<file path="src/rtl/vls_pkg.sv">
package vls_pkg;
  typedef enum logic [1:0] {
    ST_IDLE  = 2'd0,
    ST_FETCH = 2'd1,
    ST_EMIT  = 2'd2
  } seq_state_e;
endpackage

</file>
<file path="src/rtl/vls_rst_sync.sv">
module vls_rst_sync (
  input  logic clk,
  input  logic rst_n,
  output logic rst_n_sync_o
);
  logic [1:0] sync_q;

  always_ff @(posedge clk or negedge rst_n) begin
    if (!rst_n) sync_q <= 2'b00;
    else        sync_q <= {sync_q[0], 1'b1};
  end

  assign rst_n_sync_o = sync_q[1];
endmodule

</file>
<file path="src/rtl/vls_scan.sv">
// Finds the lowest active element position at or above a start point.
module vls_scan #(
  parameter int VLMAX = 64,
  localparam int VLW  = $clog2(VLMAX)
) (
  input  logic [VLMAX-1:0] mask_i,
  input  logic [VLW:0]     vl_i,
  input  logic [VLW:0]     from_i,
  output logic             hit_o,
  output logic [VLW-1:0]   idx_o
);
  logic [VLMAX-1:0] act;

  for (genvar k = 0; k < VLMAX; k++) begin : g_act
    localparam logic [VLW:0] POS = (VLW+1)'(k);
    assign act[k] = mask_i[k] && (POS < vl_i) && (POS >= from_i);
  end

  always_comb begin
    hit_o = 1'b0;
    idx_o = '0;
    for (int k = VLMAX-1; k >= 0; k--) begin
      if (act[k]) begin
        hit_o = 1'b1;
        idx_o = VLW'(k);
      end
    end
  end
endmodule

</file>
<file path="src/rtl/vls_offset.sv">
// Offset of an element in the non-indexed modes: i*(seglen+1)*stride, modulo 2^AW.
module vls_offset #(
  parameter int AW   = 32,
  parameter int VLW  = 6,
  parameter int SEGW = 3
) (
  input  logic [VLW-1:0]  elem_i,
  input  logic [SEGW-1:0] seglen_i,
  input  logic [AW-1:0]   stride_i,
  output logic [AW-1:0]   off_o
);
  logic [AW-1:0] elem_w;
  logic [AW-1:0] group_w;

  assign elem_w  = AW'(elem_i);
  assign group_w = AW'(seglen_i) + AW'(1);
  assign off_o   = elem_w * group_w * stride_i;
endmodule

</file>
<file path="src/rtl/vls_ctrl.sv">
module vls_ctrl
  import vls_pkg::*;
#(
  parameter int AW   = 32,
  parameter int VLW  = 6,
  parameter int SEGW = 3
) (
  input  logic            clk,
  input  logic            rst_n,
  input  logic            start_i,
  input  logic            indexed_i,
  input  logic [SEGW-1:0] seglen_i,
  input  logic [AW-1:0]   stride_i,
  input  logic            hit_i,
  input  logic [VLW-1:0]  hit_idx_i,
  input  logic [AW-1:0]   elem_off_i,
  input  logic            rsp_valid_i,
  input  logic [AW-1:0]   rsp_data_i,
  input  logic            ready_i,
  output logic [VLW:0]    scan_from_o,
  output logic            idle_o,
  output logic            busy_o,
  output logic            done_o,
  output logic            req_valid_o,
  output logic            addr_valid_o,
  output logic [VLW-1:0]  elem_o,
  output logic [SEGW-1:0] member_o,
  output logic [AW-1:0]   off_o,
  output logic [AW-1:0]   acc_o
);
  seq_state_e      st_q, st_d;
  logic [VLW-1:0]  elem_q, elem_d;
  logic [SEGW-1:0] mem_q, mem_d;
  logic [AW-1:0]   off_q, off_d;
  logic [AW-1:0]   acc_q, acc_d;
  logic            done_q, done_d;
  logic            adv_en;
  logic            load_elem;

  // next-state process
  always_comb begin
    st_d      = st_q;
    elem_d    = elem_q;
    mem_d     = mem_q;
    off_d     = off_q;
    acc_d     = acc_q;
    done_d    = 1'b0;
    adv_en    = 1'b0;
    load_elem = 1'b0;
    unique case (st_q)
      ST_IDLE: begin
        if (start_i) begin
          adv_en = 1'b1;
          if (hit_i) load_elem = 1'b1;
          else       done_d    = 1'b1;
        end
      end
      ST_FETCH: begin
        if (rsp_valid_i) begin
          adv_en = 1'b1;
          off_d  = rsp_data_i;
          mem_d  = '0;
          acc_d  = '0;
          st_d   = ST_EMIT;
        end
      end
      ST_EMIT: begin
        if (ready_i) begin
          adv_en = 1'b1;
          if (mem_q == seglen_i) begin
            if (hit_i) begin
              load_elem = 1'b1;
            end else begin
              done_d = 1'b1;
              st_d   = ST_IDLE;
            end
          end else begin
            mem_d = mem_q + 1'b1;
            acc_d = acc_q + stride_i;
          end
        end
      end
      default: begin
        adv_en = 1'b1;
        st_d   = ST_IDLE;
      end
    endcase
    if (load_elem) begin
      elem_d = hit_idx_i;
      mem_d  = '0;
      acc_d  = '0;
      if (indexed_i) begin
        st_d = ST_FETCH;
      end else begin
        off_d = elem_off_i;
        st_d  = ST_EMIT;
      end
    end
  end

  // register process
  always_ff @(posedge clk or negedge rst_n) begin
    if (!rst_n) begin
      st_q   <= ST_IDLE;
      elem_q <= '0;
      mem_q  <= '0;
      off_q  <= '0;
      acc_q  <= '0;
      done_q <= 1'b0;
    end else begin
      done_q <= done_d;
      if (adv_en) begin
        st_q   <= st_d;
        elem_q <= elem_d;
        mem_q  <= mem_d;
        off_q  <= off_d;
        acc_q  <= acc_d;
      end
    end
  end

  assign idle_o       = (st_q == ST_IDLE);
  assign busy_o       = !idle_o;
  assign done_o       = done_q;
  assign req_valid_o  = (st_q == ST_FETCH);
  assign addr_valid_o = (st_q == ST_EMIT);
  assign elem_o       = elem_q;
  assign member_o     = mem_q;
  assign off_o        = off_q;
  assign acc_o        = acc_q;
  assign scan_from_o  = idle_o ? '0 : ({1'b0, elem_q} + 1'b1);
endmodule

</file>
<file path="src/rtl/vld_addr_seq.sv">
module vld_addr_seq #(
  parameter int AW    = 32,
  parameter int VLMAX = 64,
  parameter int SEGW  = 3,
  parameter int REGW  = 5,
  localparam int VLW  = $clog2(VLMAX)
) (
  input  logic             clk,
  input  logic             rst_n,
  input  logic             start_i,
  input  logic [AW-1:0]    base_i,
  input  logic [3:0]       esz_i,
  input  logic             stride_mode_i,
  input  logic [AW-1:0]    stride_i,
  input  logic             indexed_i,
  input  logic [VLW:0]     vl_i,
  input  logic [SEGW-1:0]  seglen_i,
  input  logic [REGW-1:0]  vd_i,
  input  logic [VLMAX-1:0] mask_i,
  output logic             busy_o,
  output logic             done_o,
  output logic             idx_req_valid_o,
  output logic [VLW-1:0]   idx_req_elem_o,
  input  logic             idx_rsp_valid_i,
  input  logic [AW-1:0]    idx_rsp_data_i,
  output logic             addr_valid_o,
  input  logic             addr_ready_i,
  output logic [AW-1:0]    addr_o,
  output logic [REGW-1:0]  addr_vreg_o,
  output logic [VLW-1:0]   addr_elem_o
);
  logic rst_n_int;

  // job configuration held for the length of a sequence
  logic [AW-1:0]    base_q, stride_q;
  logic             indexed_q;
  logic [VLW:0]     vl_q;
  logic [SEGW-1:0]  seglen_q;
  logic [REGW-1:0]  vd_q;
  logic [VLMAX-1:0] mask_q;

  logic [AW-1:0]    stride_in;
  logic             idle;
  logic             cfg_en;

  // view used by the scanner and offset unit: live inputs while idle
  logic [AW-1:0]    v_stride;
  logic             v_indexed;
  logic [VLW:0]     v_vl;
  logic [SEGW-1:0]  v_seglen;
  logic [VLMAX-1:0] v_mask;

  logic [VLW:0]     scan_from;
  logic             hit;
  logic [VLW-1:0]   hit_idx;
  logic [AW-1:0]    elem_off;
  logic [VLW-1:0]   elem;
  logic [SEGW-1:0]  member;
  logic [AW-1:0]    off;
  logic [AW-1:0]    acc;

  vls_rst_sync u_rst (
    .clk          (clk),
    .rst_n        (rst_n),
    .rst_n_sync_o (rst_n_int)
  );

  assign stride_in = stride_mode_i ? stride_i : AW'(esz_i);
  assign cfg_en    = start_i && idle;

  always_ff @(posedge clk or negedge rst_n_int) begin
    if (!rst_n_int) begin
      base_q    <= '0;
      stride_q  <= '0;
      indexed_q <= 1'b0;
      vl_q      <= '0;
      seglen_q  <= '0;
      vd_q      <= '0;
      mask_q    <= '0;
    end else if (cfg_en) begin
      base_q    <= base_i;
      stride_q  <= stride_in;
      indexed_q <= indexed_i;
      vl_q      <= vl_i;
      seglen_q  <= seglen_i;
      vd_q      <= vd_i;
      mask_q    <= mask_i;
    end
  end

  always_comb begin
    if (idle) begin
      v_stride  = stride_in;
      v_indexed = indexed_i;
      v_vl      = vl_i;
      v_seglen  = seglen_i;
      v_mask    = mask_i;
    end else begin
      v_stride  = stride_q;
      v_indexed = indexed_q;
      v_vl      = vl_q;
      v_seglen  = seglen_q;
      v_mask    = mask_q;
    end
  end

  vls_scan #(.VLMAX(VLMAX)) u_scan (
    .mask_i (v_mask),
    .vl_i   (v_vl),
    .from_i (scan_from),
    .hit_o  (hit),
    .idx_o  (hit_idx)
  );

  vls_offset #(.AW(AW), .VLW(VLW), .SEGW(SEGW)) u_off (
    .elem_i   (hit_idx),
    .seglen_i (v_seglen),
    .stride_i (v_stride),
    .off_o    (elem_off)
  );

  vls_ctrl #(.AW(AW), .VLW(VLW), .SEGW(SEGW)) u_ctrl (
    .clk          (clk),
    .rst_n        (rst_n_int),
    .start_i      (start_i),
    .indexed_i    (v_indexed),
    .seglen_i     (v_seglen),
    .stride_i     (v_stride),
    .hit_i        (hit),
    .hit_idx_i    (hit_idx),
    .elem_off_i   (elem_off),
    .rsp_valid_i  (idx_rsp_valid_i),
    .rsp_data_i   (idx_rsp_data_i),
    .ready_i      (addr_ready_i),
    .scan_from_o  (scan_from),
    .idle_o       (idle),
    .busy_o       (busy_o),
    .done_o       (done_o),
    .req_valid_o  (idx_req_valid_o),
    .addr_valid_o (addr_valid_o),
    .elem_o       (elem),
    .member_o     (member),
    .off_o        (off),
    .acc_o        (acc)
  );

  assign idx_req_elem_o = elem;
  assign addr_elem_o    = elem;
  assign addr_o         = base_q + off + acc;
  assign addr_vreg_o    = vd_q + REGW'(member);
endmodule

</file>
<file path="config.mk">
export PLATFORM = sky130hd
export DESIGN_NAME = vld_addr_seq
export DESIGN_NICKNAME = d
export VERILOG_FILES = /design/src/rtl/vls_pkg.sv /design/src/rtl/vls_rst_sync.sv /design/src/rtl/vls_scan.sv /design/src/rtl/vls_offset.sv /design/src/rtl/vls_ctrl.sv /design/src/rtl/vld_addr_seq.sv
export SDC_FILE = /design/constraint.sdc
export NUM_CORES = 2
export LEC_CHECK = 0
export BUFFER_PORTS_ARGS = -buffer_cell sky130_fd_sc_hd__buf_2
export CAP_MARGIN = 20
export CORE_MARGIN = 5
export CORE_UTILIZATION = 50
export DETAILED_ROUTE_END_ITERATION = 6
export PLACE_DENSITY = 0.68
export SETUP_SLACK_MARGIN = 0.5
export SLEW_MARGIN = 5
export SYNTH_ARGS = -nofsm -noshare
export SYNTH_HDL_FRONTEND = slang
export SYNTH_SLANG_ARGS = --single-unit
</file>
<file path="constraint.sdc">
create_clock -name clk -period 8.8 [get_ports clk]
set_clock_uncertainty 0.2 [all_clocks]
set_input_delay 2.64 -clock clk [delete_from_list [all_inputs] [get_ports clk]]
set_output_delay 2.64 -clock clk [all_outputs]
set_load 0.01 [all_outputs]
</file>
==> summary.md <==
| Metric | Value |
|---|---|
| Status | `finished, violations left` |
| Failing checks | `setup timing` |
| Flops & latches, synth | `between 200 and 250` |
| Post-synth ARST share | `100%` |
| Global Route Usage Sum | `33.5%` |
| Initial core utilization | `50.3%` |
| Avg Cell Area, Syn | `8.77 sq um` |
| Setup crit start kind | `primary input` |
| RSZ-0062 raised after global routing | `yes` |
| Die area | `58,500 sq um` |
| Via count | `25,857` |
| Crit path kind | `in2reg` |
| FMAX | `71.4 MHz` |
| Ys Warns | `0` |
| CTS tree | `done` |
| Drt pass-1 iters | `5` |
| Mapped cell area | `26,900 sq um` |
| Cells after synthesis | `3,065` |
| Distinct cells, synth | `between 90 and 100` |
| Critical Path RT | `roughly 9 ns` |
| DP Wirelength | `between 80 and 90 mm` |
| Post-synthesis net count | `roughly 3,800` |
| Core ar. | `53,500 sq um` |
| Reg-to-reg endpoint | `u_ctrl.off_o[24]$_DFFE_PN0N_` |
| DIE HEIGHT | `242 um` |
| Hold Path Class | `reg2reg` |
| Fin. Hold Viols | `0` |
| # setup viols final | `29` |
| Setup slack, reg-to-reg | `-3.92 ns` |
| Num rows | `85` |
| Final antenna-violating net count | `0` |
| Total CTS buffers | `29` |
| Clk slew on worst S/H paths | `0.06 ns` |
| Fin nets | `approximately 4,500` |
| Min Hold Slack | `between 0.15 and 0.2 ns` |
| Critical path origin | `vl_i[6]` |
| Most common cell after layout, fill and taps aside | `buf_4` |
| Setup TNS | `-119.46 ns` |
| Crit path to | `u_ctrl.off_o[24]$_DFFE_PN0N_` |
| Cell repeated most along the worst path | `fa_1` |
| Tcrit/Tclk final | `159%` |
| Layout cells sized above 1 | `34.3%` |
| Critical path's slowest cell | `fa_1` |
| Worst Reg-to-Reg Cells | `56` |
| Residual DRC | `0` |
| Largest stage delay, worst path | `0.59 ns` |
| First-pass GRT wire length | `between 150 and 200 mm` |
| Die Width | `242 um` |
| Most frequent cells in the layout | `576 x buf_4, 379 x nand2_1, 318 x inv_1` |
| Slack of the critical path | `-5.21 ns` |
| Crit path max-delay family | `adder cells` |
| Worst Tran Pin Value | `0.955 ns` |
| Total Routed Length | `101 mm` |
| RR Startpoint | `u_ctrl.st_q[1]$_DFFE_PN0P_` |
| Crit-path max FO | `7` |
| Io pins | `between 200 and 250` |
| Max-cap violations | `0` |
| Skew-Pair Late Insertion Delay | `0.60 ns` |
| Endpoint type of the worst setup path | `flip-flop` |
| Vias in the first global route | `27,529` |
| Cts hold-fix bufs | `0` |
| Ys flop type | `dfrtp_1` |
| Drt via density | `5.68` |
| Seq/Total Area, Yosys | `roughly 21%` |
| Max transition margin | `35.8%` |
| Total global routing overflow | `0` |
| Port Buffers | `238` |
| Min cycle time layout | `14.01 ns` |
| N_diodes | `0` |
| Worst Hold Depth | `0` |
| Area growth syn-to-layout | `33.8%` |
| Max Slew Vio Count | `0` |
| Post-synth EDFFs | `0` |
| Worst path buffer plus inverter count | `9` |
| H-tree Lvls | `1` |
| Critical path depth | `52` |
| Maximum clock insertion buffer count | `3` |
| WL/cell | `22.3 um` |
| Clock tree root driver cell | `clkbuf_16` |
| Largest net degree at the start of global routing | `160` |
| Initial antenna violation count | `0` |
| Worst Path Arrival | `14.25 ns` |
| Global placement routability congestion | `1.02` |
| Number of DRC markers in iteration 0 | `1,528` |
| # clock sinks | `222` |
==> metrics by stage <==
step,std cells,setup WS (ns),instance area [sq um],util [%]
after global routing,4555,-5.49,36000,67.2
after floorplan,3065,-4.83,27400,-
after CTS,4542,-5.15,35400,66.2
final,4555,-5.21,36000,67.2
after detailed placement,4455,-6.14,33300,62.2
after global placement,4455,-5.96,33300,62.2
==> flip-flops by register name, summed over array words and instances (netlist names) <==
register	flops
base_q	32
vl_q	7
u_ctrl.done_o	1
indexed_q	1
mask_q	64
u_ctrl.acc_o	32
stride_q	32
u_ctrl.st_q	2
vd_q	5
u_ctrl.member_o	3
seglen_q	3
u_rst.sync_q	2
u_ctrl.off_o	32
u_ctrl.elem_o	6
==> cells in the mapped netlist (5+ instances only) <==
master,count,area (sq um)
a2111oi_0,6,52.6
nand2_1,393,1480
nand2b_1,23,144
a21oi_1,143,716
buf_2,27,135
xnor2_1,91,797
inv_1,357,1340
o22ai_1,37,231
buf_1,9,33.8
nor2_1,276,1040
or2_2,9,56.3
and3_1,16,100
a311oi_1,10,87.6
o211ai_1,20,150
o21a_1,46,345
a211o_1,8,70.1
ha_1,256,3200
a22o_1,13,114
nand4_1,11,68.8
a221oi_1,12,105
o21bai_1,17,128
dfrtp_1,222,5560
nor2b_1,27,169
o2111ai_1,8,70.1
nand3_1,45,225
and2_1,44,275
a21o_1,41,308
xor2_1,36,315
o221ai_1,5,43.8
buf_4,7,52.6
nor4_1,15,93.8
a22oi_1,11,82.6
o31ai_1,10,75.1
or3_1,7,43.8
mux2i_1,39,390
fa_1,256,5120
clkbuf_1,76,285
a2111o_1,5,56.3
nor3_1,26,130
o21ai_1,30,150
a31oi_1,10,62.6
mux2_2,116,1310
buf_6,5,56.3
o21ai_0,137,686
a211oi_1,19,143
==> worst min-delay path by stage <==
stage | from | end | slack, ns
final | u_rst.sync_q[0]$_DFF_PN0_ | u_rst.sync_q[1]$_DFF_PN0_ | 0.16
after global routing | u_rst.sync_q[0]$_DFF_PN0_ | u_rst.sync_q[1]$_DFF_PN0_ | 0.17
after CTS | u_rst.sync_q[0]$_DFF_PN0_ | u_rst.sync_q[1]$_DFF_PN0_ | 0.16
after detailed placement | u_rst.sync_q[0]$_DFF_PN0_ | u_rst.sync_q[1]$_DFF_PN0_ | 0.15
after global placement | u_rst.sync_q[0]$_DFF_PN0_ | u_rst.sync_q[1]$_DFF_PN0_ | 0.14
after floorplan | u_rst.sync_q[0]$_DFF_PN0_ | u_rst.sync_q[1]$_DFF_PN0_ | 0.13
==> kinds of logic after synthesis <==
family                     count (synthesis)  share of synthesized area [%]
muxes                                    156                           6.35
buffers and inverters                    487                           7.22
other                                      1                         0.0139
AOI/OAI and AO/OA                        633                           15.2
and+or+nand+nor                          926                           15.4
DFF                                      222                           20.7
xor gates and xnor gates                 128                           4.20
adders and majority gates                512                           31.0
==> routing by layer <==
layer,global-route usage (%),routed length (um),vias up
met5,0,0,-
met4,20.1,7850,0
met3,3.53,4510,331
met2,59.6,50700,855
met1,39.2,38400,12783
li1,-,-,11888
==> area by class of cell <==
type | count | area, sq um
well taps | 696 | 871
repair buffers | 869 | 6250
clock buffers | 38 | 810
clock inverters | 12 | 134
inverters | 362 | 1370
flip-flops and latches | 222 | 5560
multi-input cells | 2356 | 21000
fillers | 4295 | 17500
==> what timing repair did <==
item / CTS / global route
pin swaps: 142 / 87
resized for setup: 181 / 93
endpoints found under the setup margin: 29 / 29
buffers inserted: 37 / 12
gates cloned: 0 / 0
Power is left out: the tool's default activity adds up to more than one toggle a clock period on the data nets, which glitch-free logic cannot reach.
